**src/rtl/twt_pkg.sv**
```systemverilog
package twt_pkg;
  localparam int BYTE_W = 8;
  localparam int PRE_W  = 4;
  localparam int PAGE_W = BYTE_W - PRE_W - 1;
  localparam int ADDR_W = PAGE_W + BYTE_W;
  localparam logic [PRE_W-1:0] PREAMBLE = 4'b1010;

  // strobes from control to datapath
  typedef struct packed {
    logic active;    // count serial bits
    logic ackArm;    // pull low during the ninth clock
    logic txActive;  // shift read data onto the line
  } dpCtl_t;

  typedef enum logic [2:0] {
    S_IDLE, S_DEVICE, S_WORD, S_WRITE, S_READ
  } engState_t;
endpackage

```
**src/rtl/twt_sync.sv**
```systemverilog
module twt_sync #(
  parameter int STAGES = 2
) (
  input  logic clk,
  input  logic rstN,
  input  logic din,
  output logic dout
);
  logic [STAGES-1:0] chain;

  generate
    if (STAGES == 1) begin : gSingle
      always_ff @(posedge clk or negedge rstN)
        if (!rstN) chain <= '1;
        else       chain <= din;
    end else begin : gMulti
      always_ff @(posedge clk or negedge rstN)
        if (!rstN) chain <= '1;
        else       chain <= {chain[STAGES-2:0], din};
    end
  endgenerate

  assign dout = chain[STAGES-1];
endmodule

```
**src/rtl/twt_datapath.sv**
```systemverilog
module twt_datapath
  import twt_pkg::*;
#(
  parameter int SYNC_STAGES = 2
) (
  input  logic              clk,
  input  logic              rstN,
  input  logic              sclIn,
  input  logic              sdaIn,
  input  dpCtl_t            ctl,
  input  logic [BYTE_W-1:0] rdData,
  output logic              startDet,
  output logic              stopDet,
  output logic              byteDone,
  output logic              ninthDone,
  output logic [BYTE_W-1:0] rxByte,
  output logic              hostAck,
  output logic              sdaPull
);
  localparam int CNT_W = $clog2(BYTE_W + 1);
  localparam logic [CNT_W-1:0] LAST = CNT_W'(BYTE_W);
  localparam logic [CNT_W-1:0] PRE_LAST = CNT_W'(BYTE_W - 1);

  logic sclS, sdaS, sclP, sdaP;
  logic sclRise, sclFall;
  logic [CNT_W-1:0] bitCnt;
  logic [BYTE_W-2:0] rxShift;
  logic [BYTE_W-2:0] txShift;

  twt_sync #(.STAGES(SYNC_STAGES)) uSyncScl (.clk(clk), .rstN(rstN), .din(sclIn), .dout(sclS));
  twt_sync #(.STAGES(SYNC_STAGES)) uSyncSda (.clk(clk), .rstN(rstN), .din(sdaIn), .dout(sdaS));

  assign sclRise   = sclS & ~sclP;
  assign sclFall   = ~sclS & sclP;
  assign startDet  = sclS & sclP & sdaP & ~sdaS;
  assign stopDet   = sclS & sclP & ~sdaP & sdaS;
  assign byteDone  = sclRise & ctl.active & (bitCnt == PRE_LAST);
  assign ninthDone = sclRise & ctl.active & (bitCnt == LAST);
  assign rxByte    = {rxShift, sdaS};
  assign hostAck   = ~sdaS;

  always_ff @(posedge clk or negedge rstN) begin
    if (!rstN) begin
      sclP    <= 1'b1;
      sdaP    <= 1'b1;
      bitCnt  <= '0;
      rxShift <= '0;
      txShift <= '0;
      sdaPull <= 1'b0;
    end else begin
      sclP <= sclS;
      sdaP <= sdaS;
      if (startDet || stopDet) begin
        bitCnt  <= '0;
        sdaPull <= 1'b0;
      end else begin
        if (sclRise && ctl.active) begin
          if (bitCnt == LAST) begin
            bitCnt <= '0;
          end else begin
            bitCnt  <= bitCnt + 1'b1;
            rxShift <= {rxShift[BYTE_W-3:0], sdaS};
          end
        end
        if (sclFall) begin
          if (bitCnt == LAST) begin
            sdaPull <= ctl.ackArm;
          end else if (ctl.txActive) begin
            if (bitCnt == '0) begin
              sdaPull <= ~rdData[BYTE_W-1];
              txShift <= rdData[BYTE_W-2:0];
            end else begin
              sdaPull <= ~txShift[BYTE_W-2];
              txShift <= {txShift[BYTE_W-3:0], 1'b0};
            end
          end else begin
            sdaPull <= 1'b0;
          end
        end
      end
    end
  end
endmodule

```
**src/rtl/twt_control.sv**
```systemverilog
module twt_control
  import twt_pkg::*;
(
  input  logic              clk,
  input  logic              rstN,
  input  logic              startDet,
  input  logic              stopDet,
  input  logic              byteDone,
  input  logic              ninthDone,
  input  logic [BYTE_W-1:0] rxByte,
  input  logic              hostAck,
  input  logic              busy,
  output dpCtl_t            ctl,
  output logic              addrLoad,
  output logic [ADDR_W-1:0] addrValue,
  output logic              wrStrobe,
  output logic [BYTE_W-1:0] wrData,
  output logic              rdAdvance,
  output logic              commit
);
  engState_t state;
  logic [PAGE_W-1:0] pageBits;
  logic rwBit, ackPending, gotData;

  assign ctl = '{active:   (state != S_IDLE),
                 ackArm:   ackPending,
                 txActive: (state == S_READ)};

  always_ff @(posedge clk or negedge rstN) begin
    if (!rstN) begin
      state      <= S_IDLE;
      pageBits   <= '0;
      rwBit      <= 1'b0;
      ackPending <= 1'b0;
      gotData    <= 1'b0;
      addrLoad   <= 1'b0;
      addrValue  <= '0;
      wrStrobe   <= 1'b0;
      wrData     <= '0;
      rdAdvance  <= 1'b0;
      commit     <= 1'b0;
    end else begin
      addrLoad  <= 1'b0;
      wrStrobe  <= 1'b0;
      rdAdvance <= 1'b0;
      commit    <= 1'b0;
      if (startDet) begin
        state      <= S_DEVICE;
        ackPending <= 1'b0;
        gotData    <= 1'b0;
      end else if (stopDet) begin
        commit     <= gotData;
        gotData    <= 1'b0;
        ackPending <= 1'b0;
        state      <= S_IDLE;
      end else if (byteDone) begin
        unique case (state)
          S_DEVICE: begin
            if (rxByte[BYTE_W-1 -: PRE_W] == PREAMBLE && !busy) begin
              ackPending <= 1'b1;
              pageBits   <= rxByte[PAGE_W:1];
              rwBit      <= rxByte[0];
            end else begin
              state <= S_IDLE;
            end
          end
          S_WORD: begin
            addrLoad   <= 1'b1;
            addrValue  <= {pageBits, rxByte};
            ackPending <= 1'b1;
          end
          S_WRITE: begin
            wrStrobe   <= 1'b1;
            wrData     <= rxByte;
            gotData    <= 1'b1;
            ackPending <= 1'b1;
          end
          default: ;
        endcase
      end else if (ninthDone) begin
        ackPending <= 1'b0;
        unique case (state)
          S_DEVICE: state <= rwBit ? S_READ : S_WORD;
          S_WORD:   state <= S_WRITE;
          S_READ: begin
            if (hostAck) rdAdvance <= 1'b1;
            else         state <= S_IDLE;
          end
          default: ;
        endcase
      end
    end
  end
endmodule

```
**src/rtl/twt_target.sv**
```systemverilog
module twt_target
  import twt_pkg::*;
#(
  parameter int SYNC_STAGES = 2
) (
  input  logic              clk,
  input  logic              rstN,
  input  logic              sclIn,
  input  logic              sdaIn,
  input  logic              busy,
  input  logic [BYTE_W-1:0] rdData,
  output logic              sdaPull,
  output logic              addrLoad,
  output logic [ADDR_W-1:0] addrValue,
  output logic              wrStrobe,
  output logic [BYTE_W-1:0] wrData,
  output logic              rdAdvance,
  output logic              commit
);
  dpCtl_t ctl;
  logic startDet, stopDet, byteDone, ninthDone, hostAck;
  logic [BYTE_W-1:0] rxByte;

  twt_datapath #(.SYNC_STAGES(SYNC_STAGES)) uPath (
    .clk(clk), .rstN(rstN), .sclIn(sclIn), .sdaIn(sdaIn), .ctl(ctl),
    .rdData(rdData), .startDet(startDet), .stopDet(stopDet),
    .byteDone(byteDone), .ninthDone(ninthDone), .rxByte(rxByte),
    .hostAck(hostAck), .sdaPull(sdaPull)
  );

  twt_control uCtl (
    .clk(clk), .rstN(rstN), .startDet(startDet), .stopDet(stopDet),
    .byteDone(byteDone), .ninthDone(ninthDone), .rxByte(rxByte),
    .hostAck(hostAck), .busy(busy), .ctl(ctl), .addrLoad(addrLoad),
    .addrValue(addrValue), .wrStrobe(wrStrobe), .wrData(wrData),
    .rdAdvance(rdAdvance), .commit(commit)
  );
endmodule

```
**config.mk**
```make
export PLATFORM = sky130hd
export DESIGN_NAME = twt_target
export DESIGN_NICKNAME = d
export VERILOG_FILES = /design/src/rtl/twt_pkg.sv /design/src/rtl/twt_sync.sv /design/src/rtl/twt_datapath.sv /design/src/rtl/twt_control.sv /design/src/rtl/twt_target.sv
export SDC_FILE = /design/constraint.sdc
export NUM_CORES = 1
export LEC_CHECK = 0
export ABC_AREA = 1
export ABC_CLOCK_PERIOD_IN_PS = 2100
export BUFFER_PORTS_ARGS = -buffer_cell sky130_fd_sc_hd__buf_2
export CORE_MARGIN = 3
export CORE_UTILIZATION = 50
export DETAILED_ROUTE_END_ITERATION = 8
export HOLD_SLACK_MARGIN = 0.15
export PLACE_DENSITY = 0.83
export SYNTH_ARGS = -nofsm -noshare
export SYNTH_HDL_FRONTEND = slang
export SYNTH_SLANG_ARGS = --single-unit
```
**constraint.sdc**
```tcl
create_clock -name clk -period 2.1 [get_ports clk]
set_input_delay 0.63 -clock clk [delete_from_list [all_inputs] [get_ports clk]]
set_output_delay 0.63 -clock clk [all_outputs]
set_load 0.05 [all_outputs]
```
==> flow_summary.toml, run 1 <==
[status]
status = "finished clean"

[detailed_routing]
dr.pass1.iters = 4
wl_per_cell_um = 12.50
met3_length_um = 200
drc = 0
avgViaCountPerCell = 4.981
drt-initial-drc-count = 105
top_layer = "met4"
wl_um = 4701
vias = 1873
wl_met2_um = 2195
ant_nets = 0
wl_met1_um = 2181

[synthesis]
yosysTopAreaCell = "dfrtp_1"
ys_async_sr_fraction_pct = 100.0
synth_warnings = 0
synth_seq_cells = 57
synth_area_um2 = 2442
synthCells = 262
synthTopCellsByArea = "dfrtp_1 52%, nand2_1 11%, dfstp_2 6.5%"
yosysTopAreaCellShare_pct = 52.25
synth_cell_types = 30
synth_edf_count = 0
ys.flop_type = "dfrtp_1"
synth_most_common_cell = "nand2_1"
synth_seq_area_share_pct = 58.71
synth_top_family_by_area = "simple AND/OR/NAND/NOR gates"
synth_xor_area_share_pct = 0.7172
synth-compound-area-share_pct = 14.70
yosys.area_share.simple_pct = 18.14
syn-num-nets = 277
synth-adder-area-share_pct = 1.025
syn_avg_cell_area_um2 = 9.322
ys_top_cells_by_count = "70 x nand2_1, 51 x dfrtp_1, 32 x inv_1"
synthMuxAreaShare_pct = 0

[placed_design]
hpwl_um = 3271
finalWeightedCongestion = 0.8636
port_buffers = 36

[die]
die_area_um2 = 5759
start_util_pct = 53.86
dieHeight_um = 75.89
core_area_um2 = 4534
row_count = 24
chipWidth_um = 75.89
io_pins = 37

[run]
cap_violations = 0

[cts]
hold_buffers = 0
cts_resized = 0
cts_root_buffer = "clkbuf_8"
cts_tree = "done"
cts_buffers = 9
cts_setup_buffers = 0
clk_path_buf_depth = 2
clock_sinks = 57
worstSkewPairLatency_ns = 0.33
cts_max_level = 3
clk_pin_slew_ns = 0.06

[critical_path]
cp-start-kind = "flop"
crit_buf_inv = 1
cp_top_family = "compound AO/OA/AOI/OAI gates"
end_kind = "flop"
critical_path.max_fanout = 17
crit_required_ns = 2.27
path_class = "reg2reg"
slowest_stage = "o21ai_1"
cp_cell_sequence = "inv_1 > ha_1 > nand2_1 > o21ai_1 > o21ai_0"
worst_path_largest_cell_delay_ns = 0.76
crit_arrival_ns = 2.01

[global_route]
grt_start_max_net_pins = 42
antenna_found_initial = 0
grt_pass1_vias = 1819
grt_use_total_pct = 19.27
gr-total-overflow = 0
grt_pass1_wl_um = 8162

[timing]
relSlewSlack_pct = 35.64
rsz0062_at_grt = "no"
finalCriticalPeriod_ns = 1.842
period_share_pct = 87.70
setup-violations-final = 0
clock_skew_ns = 0.006684
fmax_mhz = 543.0
tns_ns = 0
worstMarginPinSlew_ns = 0.9590
final_hold_viol_count = 0
slew_violations = 0

[layout]
fin_nets = 321
area_delta_synth_final_pct = 21.82
n_antenna_cell = 0
final_util_pct = 65.62
drive_gt1_share_pct = 27.01

[worst_hold_path]
hold_class = "in2async"

[pwr]
power_density_nw_per_um2 = 1071
vdd_ir_drop_max_v = 0.0005586
leakagePower_nw = 1.553
[routing by layer]
layer  vias to the layer above  GRT usage, %
li1                        930             -
met1                       887         24.49
met2                        43         29.18
met3                        13         5.145
met4                         0         12.04
met5                         -             0
[worst paths after layout]
kind	to	slack [ns]	startpoint	depth (start not counted)
setup / recovery	uPath.rxShift[4]	0.26	uPath.bitCnt[0]	5
hold / removal	uCtl.addrValue[5]	0.23	rstN	1
setup reg to reg	uPath.rxShift[4]	0.26	uPath.bitCnt[0]	5
hold reg to reg	uPath.uSyncScl.chain[1]	0.36	uPath.uSyncScl.chain[0]	0
max in group asynchronous	uPath.uSyncScl.chain[0]	1.27	rstN	2
min in group clk	uPath.uSyncScl.chain[1]	0.36	uPath.uSyncScl.chain[0]	0
[cell usage in the layout (no fill, tap or decap), types with 2 or more instances in the layout]
| cell | count |
|---|---|
| o211ai_1 | 5 |
| nand2_1 | 70 |
| nor3_1 | 2 |
| inv_2 | 3 |
| clkbuf_8 | 11 |
| nand3_1 | 12 |
| o21ai_0 | 24 |
| dfstp_2 | 6 |
| a21oi_1 | 6 |
| inv_1 | 32 |
| bufinv_16 | 4 |
| nor2_1 | 14 |
| dfrtp_1 | 51 |
| o21ai_2 | 16 |
| buf_2 | 36 |
| ha_1 | 2 |
| o22ai_1 | 2 |
[area by class of cell]
class	instances	area (um2)
Sequential cell	57	1434
Fill cell	365	1559
Clock buffer	11	151.4
Multi-Input combinational cell	165	844.6
Tap cell	65	81.33
Clock inverter	5	125.1
Inverter	35	131.4
Timing Repair Buffer	38	207.7
[cell families (layout without fill, tap and decap cells)]
kind of cell / count (synthesis) / in the layout
compound gates: 56 / 56
xor+xnor: 2 / 2
fa+ha+maj: 2 / 2
buf+inv: 40 / 89
flops: 57 / 57
simple gates: 105 / 105
[state kept, by name, indices dropped and copies added, names as in the netlist, 2 cells and up]
signal,cells
uCtl.state,3
uCtl.addrValue,11
uPath.bitCnt,4
uPath.rxShift,7
uCtl.pageBits,3
uPath.uSyncSda.chain,2
uCtl.wrData,8
uPath.txShift,7
uPath.uSyncScl.chain,2
[where the power goes]
part	leakage, nW	internal, W	total [W]	switching (W)
logic	0.683	0.000135	0.000489	0.000354
clock network	0.140	0.000971	0.00139	0.000421
registers	0.730	0.00121	0.00131	0.0000908
total	1.55	0.00232	0.00319	0.000865
[metrics by stage]
stage	worst slack, ns	hold slack, ns	area [um2]	power (W)	instances
global route	0.03448	0.2395	2975	0.003339	376
global placement	0.3889	0.3463	2699	0.001789	360
CTS	0.2532	0.2309	2975	0.003208	376
detailed placement	0.2736	0.3535	2699	0.001812	360
floorplan	0.5766	0.3344	2442	0.001667	262
finish	0.2583	0.2259	2975	0.003186	376
Power figures use the tool's default switching activity.
==> run 2: changes to the inputs <==
--- a/config.mk
+++ b/config.mk
@@ -6,5 +6,4 @@
 export NUM_CORES = 1
 export LEC_CHECK = 0
-export ABC_AREA = 1
 export ABC_CLOCK_PERIOD_IN_PS = 2100
 export BUFFER_PORTS_ARGS = -buffer_cell sky130_fd_sc_hd__buf_2
==> constraint.sdc (replaced) <==
create_clock -name clk -period 2.1 [get_ports clk]
set_input_delay 0.21 -clock clk [delete_from_list [all_inputs] [get_ports clk]]
set_output_delay 0.21 -clock clk [all_outputs]
set_load 0.05 [all_outputs]
==> run 2 against run 1 <==
Effect of this change: global-route usage is 2.0 points lower; core utilization increased by 0.77 points; critical endpoint is now uCtl.addrValue[0]; sequential power grew 8%; critical path depth is the same; maximum frequency fell by 8.8%.
==> flow_summary.toml, run 2 <==
[status]
status = "finished clean"

[timing]
relSlewSlack_pct = 59.20
worstMarginPinSlew_ns = 0.6120
rsz0062_at_grt = "no"
clock_skew_ns = 0.009283
fmax_mhz = 495.1
slew_violations = 0
final_hold_viol_count = 0
period_share_pct = 96.17
setup-violations-final = 0
tns_ns = 0
finalCriticalPeriod_ns = 2.020

[layout]
reg_top3 = "uCtl.addrValue (11), uCtl.wrData (8)"
area_delta_synth_final_pct = 22.20
drive_gt1_share_pct = 36.73
fin_nets = 255
nFillCells = 343
seqCellArea_um2 = 1434
largest_reg_flops = 11
multi_input_area_um2 = 985.9
fin_cells = 310
final_common_cell = "dfrtp_1"
final_cell_mix = "51 x dfrtp_1, 36 x buf_2, 18 x mux2_2, 15 x nand2_1, 15 x mux2_1"
top_register = "uCtl.addrValue"
n_antenna_cell = 0

[critical_path]
r2r_cells = 5
cp-start-kind = "flop"
end_kind = "flop"
setup.worst_path.end = "uCtl.addrValue[0]"
setup.worst_path.start = "uPath.uSyncScl.chain[1]"
timing.rr.start = "uPath.uSyncScl.chain[1]"
r2r_slack_ns = 0.08
r2r_end = "uCtl.addrValue[0]"
critical_path.max_fanout = 12
crit_arrival_ns = 2.24
path_class = "reg2reg"
crit_required_ns = 2.32

[run]
cap_violations = 0

[synthesis]
synth_cell_types = 47
synth_seq_area_share_pct = 57.82
yosys.area_share.simple_pct = 12.82
synth_xor_area_share_pct = 1.060
synthCells = 190
synth-compound-area-share_pct = 7.064
synthTopCellsByArea = "dfrtp_1 51%, mux2_2 8.2%, mux2_1 6.8%"
synth_edf_count = 0
synth_area_um2 = 2480
synth_warnings = 0
synth-adder-area-share_pct = 1.009
yosysTopAreaCell = "dfrtp_1"
ys.flop_type = "dfrtp_1"
synth_seq_cells = 57
ys_top_cells_by_count = "51 x dfrtp_1, 18 x mux2_2, 15 x mux2_1, 15 x nand2_1, 10 x o21ai_0"
ys_async_sr_fraction_pct = 100.0
yosysTopAreaCellShare_pct = 51.46
synth_top_family_by_area = "multiplexers"
syn-num-nets = 205
synth_most_common_cell = "dfrtp_1"
syn_avg_cell_area_um2 = 13.05
synthMuxAreaShare_pct = 17.81

[pwr]
vdd_ir_drop_max_v = 0.0007465
leakagePower_nw = 1.530
power_density_nw_per_um2 = 1060

[global_route]
grt_pass1_wl_um = 7790
antenna_found_initial = 0
gr-total-overflow = 0
grt_start_max_net_pins = 32
grt_pass1_vias = 1648
grt_use_total_pct = 17.23

[die]
io_pins = 37
row_count = 24
start_util_pct = 54.33
die_area_um2 = 5841
chipWidth_um = 76.43
dieHeight_um = 76.43
core_area_um2 = 4564

[worst_hold_path]
hold_class = "in2reg"
hp-start = "rdData[1]"

[detailed_routing]
wl_um = 4627
drt-initial-drc-count = 56
dr.pass1.iters = 4
vias = 1603
wl_per_cell_um = 14.93
avgViaCountPerCell = 5.171
ant_nets = 0
drc = 0

[cts]
cts_setup_buffers = 0
cts_buffers = 9
cts_max_level = 3
clock_sinks = 57
cts_tree = "done"
cts_root_buffer = "clkbuf_8"
clk_path_buf_depth = 2
clk_pin_slew_ns = 0.07
worstSkewPairLatency_ns = 0.34

[placed_design]
dpl.cell_count = 290
finalWeightedCongestion = 0.8687
port_buffers = 36
hpwl_um = 3216
[run 2: final cells by class]
class                           instances  share of cell area (%)
Sequential cell                        57                   47.32
Clock inverter                          5                   2.601
Timing Repair Buffer                   46                   9.579
Tap cell                               65                   2.684
Clock buffer                           11                   4.666
Inverter                                5                  0.6193
Multi-Input combinational cell        121                   32.54
[run 2: kinds of logic after synthesis]
logic type	after synthesis
muxes	40
buffers and inverters	12
and+or+nand+nor	52
DFF	57
adders and majority gates	2
AOI/OAI and AO/OA	24
xor gates and xnor gates	3
[run 2: layer usage]
| layer | global-route usage, % | wire length, um | vias up |
|---|---|---|---|
| met5 | 0 | 0 | - |
| met4 | 5.978 | 59 | 0 |
| met3 | 6.856 | 258 | 7 |
| met2 | 28.56 | 2270 | 41 |
| met1 | 20.31 | 2038 | 783 |
| li1 | - | - | 772 |
[run 2: worst min-delay path by stage]
stage / to / slack, ns / cells past startpoint
2_1_floorplan: uCtl.ackPending / -0.09 / 0
3_3_place_gp: uCtl.addrValue[8] / 0.25 / 1
3_5_place_dp: uCtl.addrValue[8] / 0.25 / 1
4_1_cts: uPath.txShift[1] / 0.17 / 3
5_1_grt: uPath.txShift[5] / 0.20 / 3
6_report: uPath.txShift[1] / 0.18 / 3
[run 2: timing repair]
action                                  4_1_cts  5_1_grt
gates resized for setup                       0        1
hold buffers                                  4        0
endpoints found under the hold margin        29        0
endpoints found under the setup margin        0        2
[run 2: worst max-delay path, stage by stage, from the launching register on]
cell and delay (ns):
dfstp_2 0.58, nand2b_1 0.17, or3_1 0.45, nor2_2 0.20
buf_12 0.16, mux2_2 0.34
[run 2: power by group]
group / switching, W / internal [W]
registers: 0.000168 / 0.00124
clock network: 0.000432 / 0.000700
logic: 0.000377 / 0.000290
total: 0.000977 / 0.00223
[run 2: through the flow]
step / total power [W] / hold WS (ns) / cell area, um2 / worst slack [ns] / utilization (%)
floorplan: 0.001907 / -0.08559 / 2480 / 0.1614 / -
finish: 0.003211 / 0.1806 / 3030 / 0.08033 / 66.39
global route: 0.003371 / 0.2022 / 3030 / 0.005643 / 66.39
detailed placement: 0.002093 / 0.2468 / 2770 / 0.1202 / 60.69
global placement: 0.002062 / 0.2464 / 2770 / 0.1716 / 60.69
CTS: 0.003247 / 0.1726 / 3030 / 0.09365 / 66.39
==> run 3: changes to the inputs <==
PLACE_DENSITY = 0.71   (was 0.83)
SYNTH_HIERARCHICAL = 1   (was default)
==> run 3 against run 2 <==
Effect of this change: maximum frequency is 1.5% higher; highest routed layer unchanged; worst hold slack worse by 0.012 ns; die area increased by 2.5%; global-route usage fell by 0.28 points; critical endpoint is now uCtl/state[1]; largest cell class unchanged; sequential share of layout area decreased by 2.6 points.
==> flow_summary.toml, run 3 <==
[status]
status = "finished clean"

[cts]
worstSkewPairLatency_ns = 0.33
cts_max_level = 3
clock_sinks = 57
clk_path_buf_depth = 2
cts_buffers = 9
clk_pin_slew_ns = 0.06
cts_root_buffer = "clkbuf_8"
cts_tree = "done"

[critical_path]
setup.worst_path.end = "uCtl/state[1]"
crit_buf_inv = 0
cp_cell_sequence = "or3_4 > nand3b_4 > nor2_2 > and3_4 > and4bb_1 > o2bb2ai_2 > a2111oi_2 > a211o_1"
end_kind = "flop"
cp_top_family = "simple AND/OR/NAND/NOR gates"
timing.rr.start = "uCtl/state[2]"
setup.worst_path.start = "uCtl/state[2]"
crit_cells = 8
slowest_stage = "or3_4"
r2r_cells = 8
crit_required_ns = 2.31
path_class = "reg2reg"
r2r_end = "uCtl/state[1]"
crit_arrival_ns = 2.20
cp-start-kind = "flop"
critical_path.max_fanout = 7
worst_path_largest_cell_delay_ns = 0.40
r2r_slack_ns = 0.11

[timing]
relSlewSlack_pct = 68.38
tns_ns = 0
slew_violations = 0
setup_slack_ns = 0.1098
final_hold_viol_count = 0
setup-violations-final = 0
period_share_pct = 94.77
finalCriticalPeriod_ns = 1.990
clock_skew_ns = 0.005100
fmax_mhz = 502.5
rsz0062_at_grt = "no"
worstMarginPinSlew_ns = 0.4730

[worst_hold_path]
hold_class = "in2reg"

[synthesis]
synth_area_um2 = 2546
yosysTopAreaCell = "dfrtp_1"
synth_seq_area_share_pct = 56.31
synth_most_common_cell = "dfrtp_1"
ys.flop_type = "dfrtp_1"
ys_async_sr_fraction_pct = 100.0
synth_warnings = 6
syn_avg_cell_area_um2 = 12.48
yosysTopAreaCellShare_pct = 50.12
synth_cell_types = 46
ys_top_cells_by_count = "51 x dfrtp_1, 20 x mux2_2, 15 x nor2_1"
synth_edf_count = 0
synth_seq_cells = 57
synthTopCellsByArea = "dfrtp_1 50%, mux2_2 8.8%, dfstp_2 6.2%"
synthCells = 204
syn-num-nets = 219

[die]
dieHeight_um = 77.36
chipWidth_um = 77.36
io_pins = 37
start_util_pct = 52.86
core_area_um2 = 4817
die_area_um2 = 5985
row_count = 25

[pwr]
power_density_nw_per_um2 = 1066
leakagePower_nw = 1.632
vdd_ir_drop_max_v = 0.0005718

[run]
cap_violations = 0

[detailed_routing]
vias = 1675
avgViaCountPerCell = 5.076
wl_um = 4533
dr.pass1.iters = 4
drt-initial-drc-count = 84
ant_nets = 0
drc = 0
wl_per_cell_um = 13.74

[layout]
area_delta_synth_final_pct = 25.90
final_cell_mix = "51 x dfrtp_1, 36 x buf_2, 18 x mux2_2, 14 x nand2_1, 13 x nor2_1"
fin_nets = 273
largest_reg_flops = 11
n_antenna_cell = 0
final_common_cell = "dfrtp_1"
reg_top3 = "uCtl/addrValue (11), uCtl/wrData (8)"
top_register = "uCtl/addrValue"
drive_gt1_share_pct = 41.06

[global_route]
gr-total-overflow = 0
antenna_found_initial = 0
grt_start_max_net_pins = 58
grt_pass1_wl_um = 7859
grt_pass1_vias = 1662
grt_use_total_pct = 16.95

[placed_design]
port_buffers = 36
finalWeightedCongestion = 0.8780
hpwl_um = 3182
dp_slack_ns = 0.08070
==> run 3: final cells by class <==
class,count,area (um2)
Tap cell,67,83.83
Clock buffer,10,127.6
Clock inverter,6,130.1
Fill cell,379,1612
Inverter,8,30.03
Timing Repair Buffer,51,340.3
Multi-Input combinational cell,131,1060
Sequential cell,57,1434
==> run 3: where the power goes <==
| group | switching (W) | leakage [nW] | internal (W) |
|---|---|---|---|
| logic | 0.000398 | 0.785 | 0.000324 |
| registers | 0.000136 | 0.716 | 0.00124 |
| clock network | 0.000413 | 0.130 | 0.000904 |
| total | 0.000946 | 1.63 | 0.00247 |
==> run 3: worst register-to-register path: cells and delay by family (launching register included) <==
kind	cells	cell delay, ns
compound gates	3	0.58
flops	1	0.37
simple gates	5	0.93
==> run 3: worst min-delay path by stage <==
stage / startpoint / to / slack [ns] / cells after the start
3_5_place_dp: rstN / uCtl/wrStrobe / 0.23 / 2
5_1_grt: rdData[5] / uPath/txShift[5] / 0.18 / 3
6_report: rdData[5] / uPath/txShift[5] / 0.17 / 3
4_1_cts: rdData[5] / uPath/txShift[5] / 0.16 / 3
2_1_floorplan: rstN / uCtl/ackPending / -0.09 / 0
3_3_place_gp: rstN / uCtl/wrStrobe / 0.23 / 2
==> run 3: routing by layer <==
metal,track usage [%],share of wire [%]
met5,0,0
met4,9.609,2.1
met3,4.176,4.9
met2,24.96,46
met1,22.92,47
==> run 3: cells by family after synthesis <==
kind of cell    synth area share [%]
simple gates                   14.35
flops                          56.31
mux                            16.86
compound gates                 7.617
buf+inv                        3.538
fa+ha+maj                     0.9826
xor+xnor                      0.3440
==> run 3: through the flow <==
step | hold WS [ns] | instances | area, um2 | util, % | total power (W)
finish | 0.1686 | 330 | 3206 | 66.55 | 0.003418
global route | 0.1786 | 330 | 3206 | 66.55 | 0.003604
CTS | 0.1554 | 329 | 3186 | 66.13 | 0.003459
detailed placement | 0.2320 | 309 | 2888 | 59.95 | 0.002122
global placement | 0.2280 | 309 | 2888 | 59.95 | 0.002103
floorplan | -0.08559 | 204 | 2574 | - | 0.001949
==> run 3: what timing repair did <==
action	CTS	global route
resized for setup	0	4
hold buffers	4	0
endpoints found under the hold margin	60	0
buffers inserted	0	1
endpoints found under the setup margin	0	11
